### src/rtl/wdt_pkg.sv
package wdt_pkg;
   typedef enum logic [1:0] {
      WDT_IDLE = 2'd0,
      WDT_RUN  = 2'd1,
      WDT_HOLD = 2'd2
   } wdt_state_e;
endpackage

### src/rtl/wdt_tick_gen.sv
module wdt_tick_gen #(
   parameter int DIV_W = 16
) (
   input  logic             clk,
   input  logic             rst_n,
   input  logic             hold_i,
   input  logic [DIV_W-1:0] div_i,
   output logic             tick_o
);
   logic [DIV_W-1:0] cnt_q;

   // compare with >= so that a divider lowered mid-count cannot overrun
   assign tick_o = !hold_i && (cnt_q >= div_i);

   always_ff @(posedge clk) begin
      if (!rst_n)                cnt_q <= '0;
      else if (hold_i || tick_o) cnt_q <= '0;
      else                       cnt_q <= cnt_q + 1'b1;
   end
endmodule

### src/rtl/wdt_kick_qual.sv
module wdt_kick_qual #(
   parameter int SYNC_STAGES    = 2,
   parameter int KICK_MIN_TICKS = 2
) (
   input  logic clk,
   input  logic rst_n,
   input  logic kick_i,
   input  logic tick_i,
   output logic kick_ok_o
);
   localparam int RUN_W = (KICK_MIN_TICKS > 1) ? $clog2(KICK_MIN_TICKS) : 1;

   logic [SYNC_STAGES-1:0] sync_q;
   logic                   lvl;
   logic                   armed_q;

   always_ff @(posedge clk) begin
      if (!rst_n) sync_q <= '0;
      else        sync_q <= {sync_q[SYNC_STAGES-2:0], kick_i};
   end
   assign lvl = sync_q[SYNC_STAGES-1];

   // a kick needs a low sample first, so one long high level is one kick
   always_ff @(posedge clk) begin
      if (!rst_n)                armed_q <= 1'b0;
      else if (tick_i && !lvl)   armed_q <= 1'b1;
      else if (kick_ok_o)        armed_q <= 1'b0;
   end

   generate
      if (KICK_MIN_TICKS == 1) begin : g_single
         assign kick_ok_o = tick_i && lvl && armed_q;
      end else begin : g_width
         logic [RUN_W-1:0] run_q;
         assign kick_ok_o = tick_i && lvl && armed_q &&
                            (run_q == RUN_W'(KICK_MIN_TICKS-1));
         always_ff @(posedge clk) begin
            if (!rst_n)
               run_q <= '0;
            else if (tick_i) begin
               if (!lvl)
                  run_q <= '0;
               else if (run_q != RUN_W'(KICK_MIN_TICKS-1))
                  run_q <= run_q + 1'b1;
            end
         end
      end
   endgenerate
endmodule

### src/rtl/wdt_core.sv
module wdt_core
   import wdt_pkg::*;
#(
   parameter int TIMEOUT_TICKS = 57344,
   parameter int HOLD_TICKS    = 64
) (
   input  logic       clk,
   input  logic       rst_n,
   input  logic       pwr_ok_i,
   input  logic       bypass_i,
   input  logic       tick_i,
   input  logic       kick_ok_i,
   output wdt_state_e st_o,
   output logic       idle_o
);
   localparam int TCW = $clog2(TIMEOUT_TICKS);
   localparam int HCW = $clog2(HOLD_TICKS + 1);

   wdt_state_e st_q, st_d;
   logic [TCW-1:0] tcnt_q, tcnt_d;
   logic [HCW-1:0] hcnt_q, hcnt_d;

   always_comb begin
      st_d   = st_q;
      tcnt_d = tcnt_q;
      hcnt_d = hcnt_q;
      if (!pwr_ok_i || bypass_i) begin
         st_d   = WDT_IDLE;
         tcnt_d = '0;
         hcnt_d = '0;
      end else begin
         case (st_q)
            WDT_IDLE: begin
               st_d   = WDT_RUN;
               tcnt_d = '0;
               hcnt_d = '0;
            end
            WDT_RUN: begin
               if (kick_ok_i)
                  tcnt_d = '0;
               else if (tick_i) begin
                  if (tcnt_q == TCW'(TIMEOUT_TICKS-1)) begin
                     st_d   = WDT_HOLD;
                     tcnt_d = '0;
                     hcnt_d = '0;
                  end else begin
                     tcnt_d = tcnt_q + 1'b1;
                  end
               end
            end
            WDT_HOLD: begin
               if (tick_i) begin
                  if (hcnt_q == HCW'(HOLD_TICKS-1)) begin
                     st_d   = WDT_RUN;
                     hcnt_d = '0;
                     tcnt_d = '0;
                  end else begin
                     hcnt_d = hcnt_q + 1'b1;
                  end
               end
            end
            default: st_d = WDT_IDLE;
         endcase
      end
   end

   always_ff @(posedge clk) begin
      if (!rst_n) begin
         st_q   <= WDT_IDLE;
         tcnt_q <= '0;
         hcnt_q <= '0;
      end else begin
         st_q   <= st_d;
         tcnt_q <= tcnt_d;
         hcnt_q <= hcnt_d;
      end
   end

   assign st_o   = st_q;
   assign idle_o = !pwr_ok_i || bypass_i || (st_q == WDT_IDLE);
endmodule

### src/rtl/wdt_supervisor.sv
module wdt_supervisor
   import wdt_pkg::*;
#(
   parameter int DIV_W          = 16,
   parameter int TIMEOUT_TICKS  = 57344,
   parameter int HOLD_TICKS     = 64,
   parameter int SYNC_STAGES    = 2,
   parameter int KICK_MIN_TICKS = 2
) (
   input  logic             clk,
   input  logic             rst_n,
   input  logic             kick_i,
   input  logic             pwr_ok_i,
   input  logic             bypass_i,
   input  logic [DIV_W-1:0] tick_div_i,
   output logic             wdo_n_o
);
   generate
      if (TIMEOUT_TICKS < 2) begin : g_bad_timeout
         $error("wdt_supervisor: TIMEOUT_TICKS must be at least 2");
      end
      if (HOLD_TICKS < 1) begin : g_bad_hold
         $error("wdt_supervisor: HOLD_TICKS must be at least 1");
      end
      if (SYNC_STAGES < 2) begin : g_bad_sync
         $error("wdt_supervisor: SYNC_STAGES must be at least 2");
      end
      if (KICK_MIN_TICKS < 1) begin : g_bad_kick
         $error("wdt_supervisor: KICK_MIN_TICKS must be at least 1");
      end
      if (DIV_W < 1) begin : g_bad_div
         $error("wdt_supervisor: DIV_W must be at least 1");
      end
   endgenerate

   logic       tick_w;
   logic       kick_ok_w;
   logic       idle_w;
   wdt_state_e st_w;

   wdt_tick_gen #(.DIV_W(DIV_W)) u_tick (
      .clk    (clk),
      .rst_n  (rst_n),
      .hold_i (idle_w),
      .div_i  (tick_div_i),
      .tick_o (tick_w)
   );

   wdt_kick_qual #(
      .SYNC_STAGES   (SYNC_STAGES),
      .KICK_MIN_TICKS(KICK_MIN_TICKS)
   ) u_kick (
      .clk       (clk),
      .rst_n     (rst_n),
      .kick_i    (kick_i),
      .tick_i    (tick_w),
      .kick_ok_o (kick_ok_w)
   );

   wdt_core #(
      .TIMEOUT_TICKS(TIMEOUT_TICKS),
      .HOLD_TICKS   (HOLD_TICKS)
   ) u_core (
      .clk       (clk),
      .rst_n     (rst_n),
      .pwr_ok_i  (pwr_ok_i),
      .bypass_i  (bypass_i),
      .tick_i    (tick_w),
      .kick_ok_i (kick_ok_w),
      .st_o      (st_w),
      .idle_o    (idle_w)
   );

   assign wdo_n_o = pwr_ok_i && (bypass_i || (st_w != WDT_HOLD));
endmodule

### config.mk
export PLATFORM = sky130hd
export DESIGN_NAME = wdt_supervisor
export DESIGN_NICKNAME = d
export VERILOG_FILES = /design/src/rtl/wdt_pkg.sv /design/src/rtl/wdt_tick_gen.sv /design/src/rtl/wdt_kick_qual.sv /design/src/rtl/wdt_core.sv /design/src/rtl/wdt_supervisor.sv
export SDC_FILE = /design/constraint.sdc
export NUM_CORES = 1
export LEC_CHECK = 0
export BUFFER_PORTS_ARGS = -buffer_cell sky130_fd_sc_hd__buf_2
export CAP_MARGIN = 20
export CORE_UTILIZATION = 60
export CTS_BUF_LIST = sky130_fd_sc_hd__clkbuf_4
export CTS_CLUSTER_SIZE = 14
export DETAILED_ROUTE_END_ITERATION = 10
export GPL_TIMING_DRIVEN = 0
export PLACE_DENSITY = 0.8
export SYNTH_ARGS = -nofsm -noshare
export SYNTH_HDL_FRONTEND = slang
export SYNTH_SLANG_ARGS = --single-unit
### constraint.sdc
create_clock -name clk -period 7.2 [get_ports clk]
set_input_delay 0.36 -clock clk [delete_from_list [all_inputs] [get_ports clk]]
set_output_delay 0.36 -clock clk [all_outputs]
set_load 0.005 [all_outputs]
; Yosys cells after proc, flatten, opt, wreduce, memory -nomap -nowiden
; Index checks and enable logic that the tools add are counted.
[classes]
n_addsub = 4
order_cmp = 1
n_eq_ne = 11
n_mux = 22
bitwise = 1
reduce_logical = 21
[ops]
columns = operator, count
row1 = 16-bit two-way mux, 5
row2 = 16-bit case mux with 3 select lines, 1
row3 = 7-bit two-way mux, 5
row4 = "16-bit by 1-bit adder with 16-bit output, second input constant", 2
row5 = 7-bit case mux with 3 select lines, 1
row6 = "16-bit == test, second input constant", 1
row7 = 16-bit >= comparator, 1
row8 = 2-bit two-way mux, 5
row9 = 5-bit AND reduction, 2
row10 = "2-bit != test, second input constant", 4
row11 = "7-bit by 1-bit adder with 7-bit output, second input constant", 1
row12 = "7-bit by 6-bit == test with 1-bit output, second input constant", 1
row13 = 1-bit logical AND, 6
row14 = 2-bit case mux with 3 select lines, 1
row15 = 1-bit logical OR, 4
row16 = 1-bit two-way mux, 4
row17 = "2-bit by 1-bit != test with 1-bit output, second input constant", 2
row18 = 4-bit AND reduction, 1
row19 = 2-bit OR reduction, 2
row20 = 1-bit logical NOT, 3
row21 = "3-bit != test, second input constant", 1
row22 = 3-bit nonzero test, 1
row23 = "2-bit by 1-bit == test with 1-bit output, second input constant", 1
row24 = "2-bit == test, second input constant", 1
row25 = other kinds (4), 4
[word_totals]
regBits = 45
wordCells = 67

; Logic depth before layout (Yosys ltp)
; Gate-level depths: netlist (run 1).
[logic_depth]
depth_word = 10
depth_mapped = 10
ltp_nobuf = 9

; Hierarchy
; From an unflattened synthesis (run 1), not the netlist that was laid out.
[unflattened]
cells_unflattened = 330
area_unflattened_um2 = 2775.2
[by_module_without_submodules]
columns = module, instances, cells_each, area_per_inst_um2, seq_area_each_um2
row1 = wdt_core, 1, 179, 1397.6, 500.5
row2 = wdt_tick_gen, 1, 136, 1228.7, 320.3
row3 = wdt_kick_qual, 1, 13, 137.6, 80.1
row4 = wdt_supervisor, 1, 2, 11.3, 0.0

; Least setup slack after synthesis (run 1)
; OpenSTA, ideal clock, no wires.
[synth_path]
path_type = input to register
from = input port tick_div_i[15]
to = register u_core.tcnt_q[3]
arrival_time_ns = 2.227
required_time_ns = 7.130
path_slack_ns = 4.903
stages = 9
n_path_buf = 1
path_cell_list = inv_1 > ha_1 > nand4_1 > or2_1 > o31ai_4 > a22oi_4 > buf_2 > or3_1 > a21oi_1
[synth_between]
elab_chain_len = 7
[synth_lines]
columns = element, line_no
row1 = from (decl), wdt_supervisor.sv:15  ; input logic [DIV_W-1:0] tick_div_i,
row2 = 16-bit >= comparator (*), wdt_tick_gen.sv:13  ; assign tick_o = !hold_i && (cnt_q >= div_i);
row3 = 1-bit logical AND (*), wdt_tick_gen.sv:13
row4 = 1-bit logical AND (3 in a row), wdt_kick_qual.sv:35  ; assign kick_ok_o = tick_i && lvl && armed_q &&
row5 = 3-bit != test (no source line) or 16-bit two-way mux (tied branches), -
row6 = 4-bit AND reduction (no source line) or 16-bit case mux with 3 select lines (tied branches), -
row7 = to (signal assigned), wdt_core.sv:74  ; tcnt_q <= tcnt_d;
row8 = to (decl), wdt_core.sv:20  ; logic [TCW-1:0] tcnt_q, tcnt_d;
; Every way passes the cells marked *; elsewhere a longest branch is shown, timed or not.
; A chain may end at the register's enable or synchronous reset.

; Worst setup path in the final report (run 1)
[layout_path]
from = register u_tick.cnt_q[2]
to = register u_core.tcnt_q[5]
[layout_between]
elab_chain_len = 7
[layout_lines]
columns = element, line_no
row1 = from (decl), wdt_tick_gen.sv:10  ; logic [DIV_W-1:0] cnt_q;
row2 = from (signal assigned), wdt_tick_gen.sv:18  ; else cnt_q <= cnt_q + 1'b1;
row3 = 16-bit >= comparator (*), wdt_tick_gen.sv:13
row4 = 1-bit logical AND (*), wdt_tick_gen.sv:13
row5 = 1-bit logical AND (3 in a row), wdt_kick_qual.sv:35
row6 = 3-bit != test (no source line) or 16-bit two-way mux (tied branches), -
row7 = 4-bit AND reduction (no source line) or 16-bit case mux with 3 select lines (tied branches), -
; Marked as above.

==> results of run 1 <==
layer usage:
layer / up-vias / track usage / part of all wire
li1: 1183 / - / -
met5: - / 0 / 0
met4: 0 / 0.0677 / 0.0095
met3: 6 / 0.0524 / 0.043
met2: 50 / 0.411 / 0.45
met1: 1061 / 0.343 / 0.50
cells in the mapped netlist (2+ instances only):
cell and count:
or3_1 7, o21a_1 2, nand2b_1 4, and2_1 3
buf_2 3, o31a_1 3, a211oi_1 2, or2_2 2
nor2b_1 5, o211ai_1 5, a21oi_1 23, o31ai_1 5
o21ai_1 2, or4_1 5, clkbuf_1 3, and3_1 8
mux2i_1 2, nor3_1 3, ha_1 19, xnor2_1 7
xor2_1 9, nor2_1 36, dfxtp_1 45, o21ai_2 2
nand4_1 7, o21ai_0 13, nand2_1 22, a31oi_1 2
nand3_1 20, inv_1 24
per-stage QoR:
stage	setup WS [ns]	utilization	hold slack [ns]	total power [mW]
floorplan	4.90	-	0.407	0.272
global placement	4.56	0.676	0.413	0.282
detailed placement	4.52	0.676	0.419	0.283
CTS	4.59	0.696	0.233	0.435
global route	4.36	0.696	0.224	0.448
finish	4.60	0.696	0.234	0.431
power groups by stage:
stage                     Combinational, mW  Clock, mW  Sequential, mW
after floorplan                      0.0165          0           0.256
after global placement               0.0262          0           0.256
after detailed placement             0.0268          0           0.256
after CTS                            0.0270      0.158           0.251
after global routing                 0.0305      0.166           0.251
final                                0.0269      0.153           0.250
state kept, by name, indices dropped and copies added, names as in the netlist:
signal                count
u_kick.sync_q             2
u_core.hcnt_q             7
u_core.st_o               2
u_kick.g_width.run_q      1
u_core.tcnt_q            16
u_tick.cnt_q             16
u_kick.armed_q            1
kinds of logic (layout without fill, tap and decap cells):
logic type | count (synthesis) | after routing | share of synthesized area
compound gates | 72 | 72 | 0.190
mux | 2 | 2 | 0.00771
fa+ha+maj | 19 | 19 | 0.0916
flops | 45 | 45 | 0.347
buf+inv | 32 | 61 | 0.0492
simple gates | 130 | 130 | 0.260
xor+xnor | 16 | 16 | 0.0540
worst paths after layout:
kind,from,endpoint,slack [ns],cells past startpoint
setup reg to reg,u_tick.cnt_q[2]$_SDFF_PP0_,u_core.tcnt_q[5]$_SDFFE_PP0P_,4.60,9
setup / recovery,u_tick.cnt_q[2]$_SDFF_PP0_,u_core.tcnt_q[5]$_SDFFE_PP0P_,4.60,9
hold reg to reg,u_core.hcnt_q[6]$_SDFFE_PP0P_,u_core.hcnt_q[6]$_SDFFE_PP0P_,0.44,2
hold / removal,kick_i,u_kick.sync_q[0]$_SDFF_PN0_,0.23,2
cell type report:
class	instances	area, um^2	share of cell area
Timing Repair Buffer	21	105	0.0370
Clock buffer	6	45.0	0.0158
Sequential cell	45	901	0.317
Buffer	8	37.5	0.0132
Tap cell	50	62.6	0.0220
Multi-Input combinational cell	239	1570	0.551
Inverter	24	90.1	0.0317
Clock inverter	2	33.8	0.0119
worst register-to-register path, delay by kind of cell, from the launching register on:
kind / cells / cell delay (ns)
compound gates: 6 / 1.46
buf+inv: 2 / 0.34
fa+ha+maj: 1 / 0.29
flops: 1 / 0.46
==> reports/summary.txt, run 1 <==
Status - finished, final reports clean
Number of synthesized flops with an enable pin - 0
Max capacitance violation total - 0
DRC Markers - 0
FILL cells - 352
Vias - 2300
Overall fraction of global-route tracks in use - 0.255
CTS Buf Count - 5
Area share of the largest cell type after synthesis - 0.347
Crit-path max cell delay - 0.46 ns
Vias in the first global route - 2071
Synth-to-Final Area Change - 9.49%
Row cnt - 23
Initial Utilization - 0.635
Post-DP HPWL - 3940 um
Pwr Density - 151 nW/um^2
Vias per inst - 5.82
Synth Area per Inst - 8.22 um^2
Clk pin slew, worst setup/hold paths - 0.13 ns
Leading area contributor after synthesis - dfxtp_1
ANT cells - 0
CP Capture Type - flop
Routed WL - 5180 um
Leak - 1.12 nW
Placed cell count - 387
DRT iter0 DRCs - 134
Gr ovfl total - 0
Post-Syn Nets - 356
Max_slew headroom - 0.621
I/O pins - 22
Sequential fraction of the synthesis area - 0.347
Share of post-route cells with drive strength above 1 - 0.125
Most used DFF post-synth - dfxtp_1
Area of the mapped netlist - 2600 um^2
Die ar. - 4590 um^2
Crit share post-route - 0.361
Max FO, Critical Path - 10
Clock period minus worst slack - 2.60 ns
Drt pass-1 iters - 4
Die width - 67.8 um
Unique masters post-synth - 53
Int Pwr - 0.337 mW
Largest net degree at the start of global routing - 14
NetSw - 0.0933 mW
Final Skew - 0.0188 ns
First-pass GRT wire length - 8900 um
Design area - 2840 um^2
Wire length per cell - 13.1 um
Post-DRT Antenna Nets - 0
Die H - 67.8 um
F_max - 0.385 GHz
Clock Path Buffers - 2
Initial antenna violation count - 0
Buffers added on ports - 21
Post-synth ARST share - 0
Buf/Inv on CP - 2
Most frequent cells in the layout - dfxtp_1, nor2_1, inv_1, buf_2, a21oi_1
Clk_lat worst skew - 0.36 ns
WP data required - 7.48 ns
WP data arrival - 2.88 ns
Worst VDD drop - 0.000115 V
Post-CTS Resized - 0
Placed Area - 2760 um^2
Crit-path cells - ha_1 > a211oi_1 > o21ai_1 > a41oi_2 > o211ai_1 > a22oi_4 > buf_2 > inv_1 > a311oi_1
Gate Count Post-Synth - 316
CP startpoint kind - flop
WS Path Type - reg2reg
Post-CTS Setup Inserts - 0
Crit-path slowest cell - dfxtp_1
# setup viols final - 0
Total negative setup slack - 0 ns
Worst slew pin tran - 0.568 ns
Worst min-delay path category - in2reg
Hold Fails Final Rpt - 0
CTS tree - built
Sw Ratio - 0.217
Commonest non-fill, non-tap cell in the layout - dfxtp_1
Yosys warnings - 0
Unrepaired setup endpoints after global routing - false
Final cell count without fillers - 395
Main area contributors after synthesis - dfxtp_1, ha_1, nor2_1
Fin. max-slew vios - 0
CTS Root Cell - clkbuf_4
Gp weighted congestion - 0.767
TritonCTS sink count - 45
Core area - 4090 um^2
Register share of total power - 0.582
Synthesized flop and latch total - 45
Hold-fix buffers at CTS - 0
Final net count - 384
CTS H-tree lvls - 2
Clock power frac - 0.356
Comb pwr share - 0.062
CP top delay family - compound AO/OA/AOI/OAI gates
(Power assumes the default switching activity.)
==> run 2, diff against run 1 <==
==> constraint.sdc (replaced) <==
create_clock -name clk -period 2.5 [get_ports clk]
set_input_delay 0.125 -clock clk [delete_from_list [all_inputs] [get_ports clk]]
set_output_delay 0.125 -clock clk [all_outputs]
set_load 0.005 [all_outputs]
==> run 2 against run 1 <==
Via count is 3.5% higher. Die area unchanged. Sequential share of layout area shrank 2.1 points. Non-clock buffer count is 16 higher. Sequential power grew to 2.9 times the previous value. Critical path type unchanged. Critical endpoint unchanged.
==> reports/summary.txt, run 2 (synthesis gave the netlist of run 1 again) <==
Initial Utilization - 0.635
Initial antenna violation count - 0
Share of post-route cells with drive strength above 1 - 0.238
Die H - 67.8 um
First-pass GRT wire length - 8940 um
DRT iter0 DRCs - 120
Crit-path max cell delay - 0.38 ns
Status - finished, final reports clean
# setup viols final - 0
Fin. max-slew vios - 0
Pwr Density - 405 nW/um^2
Clock Path Buffers - 2
CTS H-tree lvls - 2
Crit-path cells - ha_4 > a211oi_2 > o21ai_2 > a41oi_2 > buf_4 > o211ai_1 > buf_4 > a22oi_2 > buf_6 > inv_1 > a311oi_1
Min-delay src - rst_n
Leak - 1.22 nW
PnR Total Power - 1.26 mW
CTS Buf Count - 5
WP data arrival - 2.69 ns
Overall fraction of global-route tracks in use - 0.256
Worst min-delay path category - in2reg
Multi-input logic area - 1680 um^2
Hold depth - 2
Final cell count without fillers - 412
Core area - 4090 um^2
Largest net degree at the start of global routing - 14
Worst r2r src - u_tick.cnt_q[2]$_SDFF_PP0_
FF/Latch Area - 921 um^2
Sw Ratio - 0.225
F_max - 0.416 GHz
Clk pin slew, worst setup/hold paths - 0.14 ns
Gr ovfl total - 0
Final net count - 401
Cell mode on critical path - buf_4
Clock power frac - 0.355
Gp weighted congestion - 0.767
Reg2Reg Setup Slack - 0.1 ns
Most frequent cells in the layout - dfxtp_1, nor2_1, inv_1, buf_2, nand2_1
Vias in the first global route - 2071
Final Skew - 0.0251 ns
Worst Hold End - u_kick.armed_q$_SDFFE_PN0P_
Commonest non-fill, non-tap cell in the layout - dfxtp_1
Clk_lat worst skew - 0.36 ns
Die ar. - 4590 um^2
Routed WL - 5670 um
Row cnt - 23
WP data required - 2.79 ns
I/O pins - 22
NetSw - 0.283 mW
Max capacitance violation total - 0
CTS Root Cell - clkbuf_4
CP Capture Type - flop
CP startpoint kind - flop
Placed Area - 2760 um^2
Wire length per cell - 13.8 um
Crit-path slowest cell - dfxtp_4
Max FO, Critical Path - 6
Post-DP HPWL - 3940 um
ANT cells - 0
Clock period minus worst slack - 2.40 ns
Post-DRT Antenna Nets - 0
Crit share post-route - 0.962
R2R depth - 11
Worst VDD drop - 0.000334 V
Comb pwr share - 0.077
CTS tree - built
Die width - 67.8 um
Design area - 3110 um^2
Int Pwr - 0.978 mW
Buf/Inv on CP - 4
Synth-to-Final Area Change - 19.8%
Hold Fails Final Rpt - 0
Placed cell count - 387
DRC Markers - 0
Register share of total power - 0.569
Vias - 2380
R2r endpoint - u_core.tcnt_q[5]$_SDFFE_PP0P_
FILL cells - 308
Drt pass-1 iters - 4
Max_slew headroom - 0.667
Vias per inst - 5.78
TritonCTS sink count - 45
CP top delay family - compound AO/OA/AOI/OAI gates
WS Path Type - reg2reg
Buffers added on ports - 21
Worst slew pin tran - 0.496 ns
Largest registers - u_core.tcnt_q: 16 flops, u_tick.cnt_q: 16 flops, u_core.hcnt_q: 7 flops
-- run 2: area by class of cell --
type | count | area share
buffer | 8 | 0.0165
clock buffer | 6 | 0.0145
clock inverter | 2 | 0.0109
inverter | 24 | 0.0290
multi-input combinational | 240 | 0.540
sequential | 45 | 0.296
tap | 50 | 0.0201
timing repair buffer | 37 | 0.0732
-- run 2: stage by stage --
| stage | util | worst slack (ns) | TNS, ns | hold slack [ns] |
|---|---|---|---|---|
| 6_report | 0.761 | 0.0952 | 0 | 0.0455 |
| 5_1_grt | 0.761 | -0.0317 | -0.146 | 0.0419 |
| 3_3_place_gp | 0.676 | -0.0741 | -0.242 | 0.329 |
| 4_1_cts | 0.706 | 0.0239 | 0 | 0.0365 |
| 3_5_place_dp | 0.676 | -0.0832 | -0.530 | 0.362 |
| 2_1_floorplan | - | 0.242 | 0 | 0.243 |
-- run 2: what timing repair did --
action / in CTS / in global routing
endpoints found under the setup margin: 16 / 21
setup buffers: 3 / 11
endpoints found under the hold margin: 1 / 0
pin swaps: 3 / 11
hold buffers: 1 / 0
gates resized for setup: 4 / 35
cloned: 0 / 2
-- run 2: worst max-delay path by stage --
stage,start,to,slack [ns],cells past startpoint
after floorplan,u_tick.cnt_q[2]$_SDFF_PP0_,u_core.tcnt_q[5]$_SDFFE_PP0P_,0.24,9
after global placement,u_tick.cnt_q[2]$_SDFF_PP0_,u_core.tcnt_q[1]$_SDFFE_PP0P_,-0.07,9
after detailed placement,u_tick.cnt_q[2]$_SDFF_PP0_,u_core.tcnt_q[5]$_SDFFE_PP0P_,-0.08,9
after CTS,u_tick.cnt_q[0]$_SDFF_PP0_,u_core.tcnt_q[7]$_SDFFE_PP0P_,0.02,11
after global routing,u_tick.cnt_q[3]$_SDFF_PP0_,u_core.tcnt_q[6]$_SDFFE_PP0P_,-0.03,11
final,u_tick.cnt_q[2]$_SDFF_PP0_,u_core.tcnt_q[5]$_SDFFE_PP0P_,0.1,11
-- run 2: power by group through the flow --
stage | Sequential (mW) | Clock [mW] | Combinational (mW)
2_1_floorplan | 0.737 | 0 | 0.0476
3_3_place_gp | 0.737 | 0 | 0.0753
3_5_place_dp | 0.737 | 0 | 0.0771
4_1_cts | 0.722 | 0.455 | 0.0799
5_1_grt | 0.718 | 0.482 | 0.107
6_report | 0.717 | 0.448 | 0.0965
-- run 2: routing by layer --
layer | track usage | vias to the layer above | share of wire
met4 | 0.0677 | 0 | 0.0083
met1 | 0.343 | 1113 | 0.50
li1 | - | 1226 | -
met2 | 0.415 | 37 | 0.46
met3 | 0.0524 | 4 | 0.033
met5 | 0 | - | 0
-- run 2: worst register-to-register path: stages, from the launching register on --
cell	delay, ns
dfxtp_4	0.38
ha_4	0.22
a211oi_2	0.24
o21ai_2	0.09
a41oi_2	0.21
buf_4	0.16
o211ai_1	0.09
buf_4	0.17
a22oi_2	0.34
buf_6	0.18
inv_1	0.04
a311oi_1	0.22
==> run 3, diff against run 2 <==
==> constraint.sdc (replaced) <==
create_clock -name clk -period 2.5 [get_ports clk]
set_input_delay 0.375 -clock clk [delete_from_list [all_inputs] [get_ports clk]]
set_output_delay 0.375 -clock clk [all_outputs]
set_load 0.005 [all_outputs]
==> run 3 against run 2 <==
First-iteration DRC count up 32%. Combinational power decreased by 1%. Largest cell class unchanged. Sequential power about the same. Final cell count down 0.24%. Critical endpoint is now u_core.tcnt_q[6]$_SDFFE_PP0P_. Final area decreased by 0.32%. Clock skew hardly changed.
==> reports/summary.txt, run 3 (synthesis gave the netlist of run 1 again) <==
DRT iter0 DRCs - 158
Gp weighted congestion - 0.767
Worst VDD drop - 0.000334 V
Clock period minus worst slack - 2.40 ns
Multi-input logic area - 1680 um^2
Core area - 4090 um^2
Int Pwr - 0.977 mW
Register share of total power - 0.569
CTS Buf Count - 5
Largest net degree at the start of global routing - 14
Worst min-delay path category - in2reg
F_max - 0.417 GHz
CP startpoint kind - flop
WP data required - 2.79 ns
Sw Ratio - 0.224
# setup viols final - 0
Routed WL - 5680 um
Die H - 67.8 um
Wire length per cell - 13.8 um
Initial antenna violation count - 0
Final Skew - 0.0249 ns
Share of post-route cells with drive strength above 1 - 0.238
Crit share post-route - 0.959
FF/Latch Area - 921 um^2
Fin util - 0.759
First-pass GRT wire length - 8940 um
Vias in the first global route - 2076
TritonCTS sink count - 45
Hold WS - 0.253 ns
Buffers added on ports - 21
Commonest non-fill, non-tap cell in the layout - dfxtp_1
CP Capture Type - flop
DRC Markers - 0
Final net count - 400
FILL cells - 309
Initial Utilization - 0.635
Overall fraction of global-route tracks in use - 0.256
Max FO, Critical Path - 10
Post-DP HPWL - 3940 um
Die width - 67.8 um
Pwr Density - 406 nW/um^2
Post-DRT Antenna Nets - 0
Clock power frac - 0.355
Die ar. - 4590 um^2
Drt pass-1 iters - 4
Leak - 1.21 nW
R2R depth - 11
Max capacitance violation total - 0
DP Worst Slack - -0.195 ns
Clk_lat worst skew - 0.36 ns
Status - finished, final reports clean
Gr ovfl total - 0
I/O pins - 22
Vias per inst - 5.77
Hold Fails Final Rpt - 0
Vias - 2373
ANT cells - 0
Clock Path Buffers - 2
WS Path Type - reg2reg
PnR Total Power - 1.26 mW
Worst slew pin tran - 0.496 ns
CTS tree - built
Most frequent cells in the layout - dfxtp_1, nor2_1, inv_1, buf_2, nand2_1
CTS H-tree lvls - 2
Comb pwr share - 0.076
Final setup margin - 0.103 ns
Row cnt - 23
WP data arrival - 2.69 ns
Clk pin slew, worst setup/hold paths - 0.13 ns
Fin. max-slew vios - 0
Synth-to-Final Area Change - 19.4%
Max_slew headroom - 0.667
CTS Root Cell - clkbuf_4
Largest registers - u_core.tcnt_q: 16 flops, u_tick.cnt_q: 16 flops, u_core.hcnt_q: 7 flops
Hold depth - 2
NetSw - 0.282 mW
==> run 3: cell count changes in the layout (fill, tap and decap cells not counted) <==
cell           delta
dlygate4sd3_1     -1
==> run 3: worst paths after layout <==
kind / slack, ns / end / start
worst max-delay path: 0.10 / u_core.tcnt_q[6]$_SDFFE_PP0P_ / u_tick.cnt_q[2]$_SDFF_PP0_
worst min-delay path: 0.25 / u_kick.sync_q[0]$_SDFF_PN0_ / kick_i
worst max register to register: 0.10 / u_core.tcnt_q[6]$_SDFFE_PP0P_ / u_tick.cnt_q[2]$_SDFF_PP0_
worst min register to register: 0.44 / u_tick.cnt_q[0]$_SDFF_PP0_ / u_tick.cnt_q[0]$_SDFF_PP0_
==> run 3: power groups by stage <==
stage	Sequential, mW	Clock (mW)	Combinational (mW)
after floorplan	0.737	0	0.0476
after global placement	0.737	0	0.0753
after detailed placement	0.737	0	0.0771
after CTS	0.722	0.455	0.0788
after global routing	0.718	0.482	0.105
final	0.717	0.447	0.0954
==> run 3: metrics by stage <==
stage	std cells	setup TNS (ns)	cell area [um^2]
after global placement	387	-2.10	2760
after global routing	411	-0.146	3100
final	411	0	3100
after detailed placement	387	-2.38	2760
after floorplan	316	0	2600
after CTS	398	0	2880
==> run 3: timing repair <==
action                     CTS  global route
setup endpoints to repair   16            21
gates resized for setup      4            35
hold buffers                 0             0
cloned                       0             2
buffers inserted             3            11
hold endpoints to repair     0             0
pin swaps                    3            11
==> run 3: critical path, stage by stage (launching register included) <==
cell and delay (ns):
dfxtp_4 0.38, ha_4 0.27, nand2_1 0.06, o21ai_2 0.15, a41oi_2 0.15, buf_4 0.17, o211ai_1 0.18, buf_4 0.17
a22oi_4 0.11, buf_6 0.18, or3_1 0.37, a21oi_2 0.14
==> run 3: final cells by class <==
type,instances,area share
plain buffers,8,0.0165
clock buffers,6,0.0145
clock inverters,2,0.0109
inverters,24,0.0291
multi-input cells,240,0.542
flip-flops and latches,45,0.297
well taps,50,0.0202
repair buffers,36,0.0702
==> run 3: per-layer routing <==
metal	part of all wire	GRT usage	vias up
li1	-	-	1220
met1	0.50	0.343	1105
met2	0.46	0.415	44
met3	0.033	0.0524	4
met4	0.0083	0.0677	0
met5	0	0	-
